--- src/rtl/raid_pq_pkg.sv ---
package raid_pq_pkg;

  typedef struct packed {
    logic p_en;
    logic q_en;
    logic p_xor;
    logic q_xor;
    logic p_cmp;
    logic q_cmp;
  } pq_mode_t;

  // GF(2^8) product, most significant multiplier bit first, reduced by
  // x^8 + poly after every doubling.
  function automatic logic [7:0] gf_mul(input logic [7:0] a,
                                        input logic [7:0] b,
                                        input logic [7:0] poly);
    logic [7:0] r;
    r = '0;
    for (int i = 7; i >= 0; i--) begin
      r = {r[6:0], 1'b0} ^ (r[7] ? poly : 8'h00);
      if (b[i]) r = r ^ a;
    end
    return r;
  endfunction

endpackage

--- src/rtl/raid_pq_accum.sv ---
module raid_pq_accum #(
  parameter int BYTES = 8,
  parameter bit GF    = 1'b0
) (
  input  logic                 clk,
  input  logic                 rst_n,
  input  logic                 clear,
  input  logic                 load,
  input  logic                 first,
  input  logic                 en,
  input  logic [7:0]           mult,
  input  logic [7:0]           poly,
  input  logic [BYTES*8-1:0]   data,
  output logic [BYTES*8-1:0]   sum
);
  import raid_pq_pkg::*;
  localparam int DW = BYTES * 8;

  logic [DW-1:0] acc_q;
  logic [DW-1:0] term;

  generate
    if (GF) begin : g_weighted
      for (genvar l = 0; l < BYTES; l++) begin : g_lane
        assign term[l*8 +: 8] = en ? gf_mul(data[l*8 +: 8], mult, poly) : 8'h00;
      end
    end else begin : g_plain
      assign term = en ? data : '0;
    end
  endgenerate

  assign sum = (first ? '0 : acc_q) ^ term;

  always_ff @(posedge clk) begin
    if (!rst_n)     acc_q <= '0;
    else if (clear) acc_q <= '0;
    else if (load)  acc_q <= sum;
  end

endmodule

--- src/rtl/raid_nz_detect.sv ---
module raid_nz_detect #(
  parameter int BYTES  = 8,
  localparam int LANE_W = $clog2(BYTES)
) (
  input  logic [BYTES*8-1:0] data,
  output logic               hit,
  output logic [LANE_W-1:0]  lane
);
  // Lowest lane wins: scan downward so the last match is the lowest.
  always_comb begin
    hit  = 1'b0;
    lane = '0;
    for (int l = BYTES - 1; l >= 0; l--) begin
      if (data[l*8 +: 8] != 8'h00) begin
        hit  = 1'b1;
        lane = LANE_W'(l);
      end
    end
  end

endmodule

--- src/rtl/raid_pq_locator.sv ---
module raid_pq_locator #(
  parameter int BYTES  = 8,
  parameter int BEAT_W = 21,
  localparam int DW     = BYTES * 8,
  localparam int LANE_W = $clog2(BYTES),
  localparam int POS_W  = BEAT_W + LANE_W
) (
  input  logic              clk,
  input  logic              rst_n,
  input  logic              clear,
  input  logic              step,
  input  logic [DW-1:0]     data,
  input  logic [BEAT_W-1:0] beat,
  output logic [DW-1:0]     result
);
  logic              hit;
  logic [LANE_W-1:0] lane;
  logic              found_q;
  logic [POS_W-1:0]  pos_q;
  logic [POS_W-1:0]  cur_pos;

  raid_nz_detect #(.BYTES(BYTES)) u_det (
    .data (data),
    .hit  (hit),
    .lane (lane)
  );

  assign cur_pos = {beat, lane};

  always_comb begin
    if (found_q)  result = {{(DW-POS_W){1'b0}}, pos_q};
    else if (hit) result = {{(DW-POS_W){1'b0}}, cur_pos};
    else          result = '1;
  end

  always_ff @(posedge clk) begin
    if (!rst_n) begin
      found_q <= 1'b0;
      pos_q   <= '0;
    end else if (clear) begin
      found_q <= 1'b0;
      pos_q   <= '0;
    end else if (step && hit && !found_q) begin
      found_q <= 1'b1;
      pos_q   <= cur_pos;
    end
  end

endmodule

--- src/rtl/raid_pq_engine.sv ---
module raid_pq_engine #(
  parameter int MAX_BUFS = 32,
  parameter int BYTES    = 8,
  parameter int LEN_W    = 24,
  localparam int DW      = BYTES * 8,
  localparam int LANE_W  = $clog2(BYTES),
  localparam int BEAT_W  = LEN_W - LANE_W,
  localparam int IDX_W   = $clog2(MAX_BUFS),
  localparam int CNT_W   = IDX_W + 1
) (
  input  logic              clk,
  input  logic              rst_n,
  input  logic              poly_wr,
  input  logic [7:0]        poly_val,
  input  logic              start,
  input  logic [CNT_W-1:0]  cfg_nbuf,
  input  logic [BEAT_W-1:0] cfg_nbeat,
  input  logic              cfg_p_en,
  input  logic              cfg_q_en,
  input  logic              cfg_p_xor,
  input  logic              cfg_q_xor,
  input  logic              cfg_p_cmp,
  input  logic              cfg_q_cmp,
  input  logic              in_valid,
  input  logic [DW-1:0]     in_data,
  input  logic              in_p_en,
  input  logic              in_q_en,
  input  logic [7:0]        in_mult,
  output logic              p_valid,
  output logic [DW-1:0]     p_data,
  output logic              q_valid,
  output logic [DW-1:0]     q_data,
  output logic              done
);
  import raid_pq_pkg::*;

  pq_mode_t          cfg_q;
  logic              busy_q;
  logic [CNT_W-1:0]  nbuf_q;
  logic [BEAT_W-1:0] nbeat_q;
  logic [IDX_W-1:0]  buf_idx_q;
  logic [BEAT_W-1:0] beat_idx_q;
  logic [7:0]        poly_q;

  // Named events used by the checker.
  logic launch;
  logic accept;
  logic first_buf;
  logic last_buf;
  logic last_beat;
  logic offset_end;
  logic instr_end;

  assign launch     = start && !busy_q;
  assign accept     = busy_q && in_valid;
  assign first_buf  = (buf_idx_q == '0);
  assign last_buf   = ({1'b0, buf_idx_q} + 1'b1) == nbuf_q;
  assign last_beat  = beat_idx_q == (nbeat_q - 1'b1);
  assign offset_end = accept && last_buf;
  assign instr_end  = offset_end && last_beat;

  always_ff @(posedge clk) begin
    if (!rst_n)       poly_q <= 8'h1D;
    else if (poly_wr) poly_q <= poly_val;
  end

  always_ff @(posedge clk) begin
    if (!rst_n) begin
      busy_q     <= 1'b0;
      cfg_q      <= '0;
      nbuf_q     <= '0;
      nbeat_q    <= '0;
      buf_idx_q  <= '0;
      beat_idx_q <= '0;
    end else if (launch) begin
      busy_q     <= 1'b1;
      cfg_q      <= '{p_en: cfg_p_en, q_en: cfg_q_en, p_xor: cfg_p_xor,
                      q_xor: cfg_q_xor, p_cmp: cfg_p_cmp, q_cmp: cfg_q_cmp};
      nbuf_q     <= cfg_nbuf;
      nbeat_q    <= cfg_nbeat;
      buf_idx_q  <= '0;
      beat_idx_q <= '0;
    end else if (accept) begin
      if (last_buf) begin
        buf_idx_q  <= '0;
        beat_idx_q <= beat_idx_q + 1'b1;
        if (last_beat) busy_q <= 1'b0;
      end else begin
        buf_idx_q <= buf_idx_q + 1'b1;
      end
    end
  end

  logic [DW-1:0] p_sum, q_sum, p_res, q_res, p_loc, q_loc;

  raid_pq_accum #(.BYTES(BYTES), .GF(1'b0)) u_pacc (
    .clk(clk), .rst_n(rst_n), .clear(launch), .load(accept),
    .first(first_buf), .en(in_p_en), .mult(in_mult), .poly(poly_q),
    .data(in_data), .sum(p_sum)
  );

  raid_pq_accum #(.BYTES(BYTES), .GF(1'b1)) u_qacc (
    .clk(clk), .rst_n(rst_n), .clear(launch), .load(accept),
    .first(first_buf), .en(in_q_en), .mult(in_mult), .poly(poly_q),
    .data(in_data), .sum(q_sum)
  );

  assign p_res = p_sum ^ (cfg_q.p_xor ? q_sum : '0);
  assign q_res = q_sum ^ (cfg_q.q_xor ? p_sum : '0);

  raid_pq_locator #(.BYTES(BYTES), .BEAT_W(BEAT_W)) u_ploc (
    .clk(clk), .rst_n(rst_n), .clear(launch), .step(offset_end),
    .data(p_res), .beat(beat_idx_q), .result(p_loc)
  );

  raid_pq_locator #(.BYTES(BYTES), .BEAT_W(BEAT_W)) u_qloc (
    .clk(clk), .rst_n(rst_n), .clear(launch), .step(offset_end),
    .data(q_res), .beat(beat_idx_q), .result(q_loc)
  );

  logic          p_valid_q, q_valid_q, tail_q, done_q;
  logic [DW-1:0] p_data_q, q_data_q;

  always_ff @(posedge clk) begin
    if (!rst_n) begin
      p_valid_q <= 1'b0;
      q_valid_q <= 1'b0;
      p_data_q  <= '0;
      q_data_q  <= '0;
      tail_q    <= 1'b0;
      done_q    <= 1'b0;
    end else begin
      p_valid_q <= offset_end && cfg_q.p_en && (!cfg_q.p_cmp || last_beat);
      q_valid_q <= offset_end && cfg_q.q_en && (!cfg_q.q_cmp || last_beat);
      if (offset_end) begin
        p_data_q <= cfg_q.p_cmp ? p_loc : p_res;
        q_data_q <= cfg_q.q_cmp ? q_loc : q_res;
      end
      tail_q <= instr_end;
      done_q <= tail_q;
    end
  end

  assign p_valid = p_valid_q;
  assign q_valid = q_valid_q;
  assign p_data  = p_data_q;
  assign q_data  = q_data_q;
  assign done    = done_q;

endmodule

--- config.mk ---
export PLATFORM = sky130hd
export DESIGN_NAME = raid_pq_engine
export DESIGN_NICKNAME = d
export VERILOG_FILES = /design/src/rtl/raid_pq_pkg.sv /design/src/rtl/raid_pq_accum.sv /design/src/rtl/raid_nz_detect.sv /design/src/rtl/raid_pq_locator.sv /design/src/rtl/raid_pq_engine.sv
export SDC_FILE = /design/constraint.sdc
export NUM_CORES = 2
export LEC_CHECK = 0
export BUFFER_PORTS_ARGS = -buffer_cell sky130_fd_sc_hd__buf_2
export CORE_MARGIN = 8
export CORE_UTILIZATION = 54
export CTS_CLUSTER_SIZE = 40
export DETAILED_ROUTE_END_ITERATION = 8
export PLACE_DENSITY = 0.72
export SETUP_SLACK_MARGIN = 0.2
export SLEW_MARGIN = 20
export SYNTH_ARGS = -nofsm -noshare
export SYNTH_HDL_FRONTEND = slang
export SYNTH_SLANG_ARGS = --single-unit
--- constraint.sdc ---
create_clock -name clk -period 9.1 [get_ports clk]
set_clock_uncertainty 0.15 [all_clocks]
set_input_delay 0.455 -clock clk [delete_from_list [all_inputs] [get_ports clk]]
set_output_delay 0.455 -clock clk [all_outputs]
set_load 0.02 [all_outputs]
==> run_results.csv <==
group,metric,value,unit
clock_network,cts.path.max_buffers,3,
routing,drt_iter0_drc,5233,
timing,fmax,0.1200,GHz
layout,layout-drive-gt1-share,10.51,%
timing,slew_headroom,23.22,%
yosys,synth_nets,6001,
power,power_density,206.6,mW/mm2
worst_hold_path,hp-class,"in -> reg",
power,power.leakage,16.52,nW
global_routing,antenna_found_initial,17,
die,start_util,54.31,%
timing,final-setup-viol-count,0,
clock_network,cts_num_sinks,378,
yosys,syn-cell-area,0.04023,mm2
timing,max_slew.worst_pin.slew,1143,ps
timing,period_share,91.59,%
yosys,ys.flop_type,"dfxtp_1",
die,die_w,288.9,um
routing,drc,0,
flow_run,cap_violations,0,
clock_network,clkTransAtPathRegs,60,ps
timing,drv_slew,0,
run_status,outcome,"complete, no violations",
yosys,synth_area_per_cell,6.845,um2
global_routing,grt.total_usage,35.58,%
global_routing,grt_max_degree,142,
clock_network,cts-root-buf,"clkbuf_16",
routing,ant_nets,0,
global_routing,grt_first_pass_wirelength,235000,um
placed_design,gp_congestion,1.048,
layout,fill_cells,7002,
timing,final.setup.tns,0,ps
placed_design,numPortBuffers,250,
clock_network,clock_latency,610,ps
yosys,synth_area_leader_cell,"dfxtp_1",
routing,vias,43420,
die,row_count,100,
critical_path,cp_data_required_time,9470,ps
critical_path,ff2ff_setup_slack,760,ps
routing,vias_per_cell,6.399,
yosys,yosysWarnings,0,
die,ios,251,
yosys,ys_types,110,
power,vdd_drop_max,151.5,uV
die,dieArea,0.08348,mm2
global_routing,grt_pass1_vias,39420,
timing,period_needed,8335,ps
global_routing,grt-ovfl-total,0,
die,core_area,0.07407,mm2
layout,seq_area,0.007587,mm2
yosys,async_flop_share,0,%
clock_network,cts_buffers,43,
yosys,syn_inst,5877,
critical_path,worstSetupPathType,"reg -> reg",
layout,area_growth,7.962,%
clock_network,cts_tree,"yes",
layout,multi_input_area,0.03029,mm2
timing,hold_viol,0,
layout,fin_util,58.63,%
routing,dr.pass1.iters,9,
yosys,synth_seq_cells,378,
timing,rsz0062_at_grt,"false",
critical_path,crit_path_end_kind,"flip-flop",
clock_network,cts_setup_buffers,0,
layout,nNetsFinal,5902,
yosys,synth_edf_count,0,
routing,wire_per_inst,23.02,um
routing,wirelength,156200,um
clock_network,ctsHtreeMaxLevel,2,
critical_path,critical_path_arrival,8710,ps
placed_design,dp_hpwl,111400,um
yosys,netlist.area_leader.share,18.81,%
die,fp.dieH,288.9,um
yosys,ys_seq_area_share,18.81,%
critical_path,critPathMaxFanout,39,
yosys,synth_area_leaders,"dfxtp_1 19%, xnor2_1 13%, nand2_1 11%, xor2_1 5.9%, nor2_1 5.4%",
critical_path,critPathLaunchType,"flip-flop",
-- state kept, by name, summed over array words and instances (netlist names), 5 cells and up --
name,count
beat_idx_q,21
buf_idx_q,5
cfg_q,6
nbeat_q,21
nbuf_q,6
p_data,64
poly_q,8
q_data,64
u_pacc.acc_q,64
u_ploc.pos_q,24
u_qacc.acc_q,64
u_qloc.pos_q,24
-- critical path, cell delays in order (launching register included) --
cell      delay [ps]
dfxtp_4          490
buf_4            310
inv_2            550
a21oi_2          140
xnor2_1          700
a311oi_1         260
nor4_1           700
o211ai_1         290
a21oi_1          270
xor3_1           260
or3_1            380
a21o_1           180
a21oi_1          370
xnor2_1          410
xor2_1           190
o31ai_1          270
a21oi_1          100
nor4_1           610
nand2_1          250
nor4_4           520
nand3b_2         140
nand2_1          110
buf_4            320
o221a_2          250
-- where the power goes --
part / switching [W] / internal, W
logic: 0.00325 / 0.00206
clock network: 0.000781 / 0.00111
registers: 0.0000648 / 0.00170
-- layer usage --
layer  vias to the layer above  GRT usage (%)  wire, um
li1                      20070              -         -
met1                     20380          43.17     58490
met2                      2382          55.85     68690
met3                       569          8.225     16440
met4                        20          24.15     12460
met5                         -              0       131
-- metrics by stage --
| step | setup slack (ps) | power (W) | cells | hold slack (ps) | cell area (um2) |
|---|---|---|---|---|---|
| 6_report | 764.9 | 0.008971 | 6786 | 54.71 | 43430 |
| 3_5_place_dp | 806.9 | 0.006957 | 6662 | 269.0 | 41480 |
| 4_1_cts | 1010 | 0.008867 | 6780 | 26.65 | 43400 |
| 2_1_floorplan | 2473 | 0.005619 | 5877 | 261.9 | 40230 |
| 3_3_place_gp | 991.6 | 0.006890 | 6662 | 269.5 | 41480 |
| 5_1_grt | 310.8 | 0.009391 | 6780 | 71.50 | 43420 |
-- kinds of logic (layout without fill, tap and decap cells) --
group                    count (synthesis)  in the layout  share of synthesized area, %
adder cells (fa/ha/maj)                  4              4                        0.1244
AND/OR/NAND/NOR                       2378           2378                         25.82
buffers and inverters                  605            539                         6.046
XOR/XNOR                               933            933                         22.33
other                                    0              6                             0
AO/OA/AOI/OAI                         1454           1454                         23.70
multiplexers                           125            125                         3.176
flip-flops                             378            378                         18.81
-- final timing paths --
kind                                    end     startpoint  depth (start not counted)
worst min register to register         done         tail_q                          1
worst max-delay path             p_data[36]      poly_q[7]                         23
worst max register to register   p_data[36]      poly_q[7]                         23
worst min-delay path            nbeat_q[20]  cfg_nbeat[20]                          3
-- cells in the mapped netlist, drive strengths merged, types with 19 or more instances --
master,count
nand2b,38
o22ai,36
or2,19
dfxtp,378
o221a,65
a21oi,323
nand4,30
buf,163
a211oi,74
a21boi,59
nor3,130
a21o,20
nand2,1201
xnor3,47
mux2,21
and3,56
xnor2,607
xor2,274
nor2,578
a32oi,52
mux2i,104
and2,40
o311ai,27
o21ai,439
and3b,20
inv,41
a31oi,73
nand3,117
a22oi,27
clkbuf,397
or3,51
o211ai,75
-- layout by cell type (no fill, tap or decap), drive strengths merged, types with 40 or more instances in the layout --
master	instances
a211oi	74
a21boi	59
a21oi	323
a31oi	73
a32oi	52
and2	40
and3	56
buf	376
clkbuf	62
dfxtp	378
dlygate4sd3	40
inv	43
mux2i	104
nand2	1201
nand3	117
nor2	578
nor3	130
o211ai	75
o21ai	439
o221a	65
or3	51
xnor2	607
xnor3	47
xor2	274
-- cell type report --
class / instances / share of cell area [%]
inverter: 45 / 0.3889
sequential: 378 / 17.47
antenna: 6 / 0.03457
clock buffer: 62 / 2.895
multi-input combinational: 4894 / 69.73
clock inverter: 16 / 0.6136
timing repair buffer: 416 / 6.073
tap: 969 / 2.792
-- timing repair --
action / in CTS / in global routing
hold buffers: 40 / 0
hold endpoints to repair: 40 / 0
resized for setup: 0 / 0
endpoints found under the setup margin: 0 / 0
(Power assumes the default switching activity.)
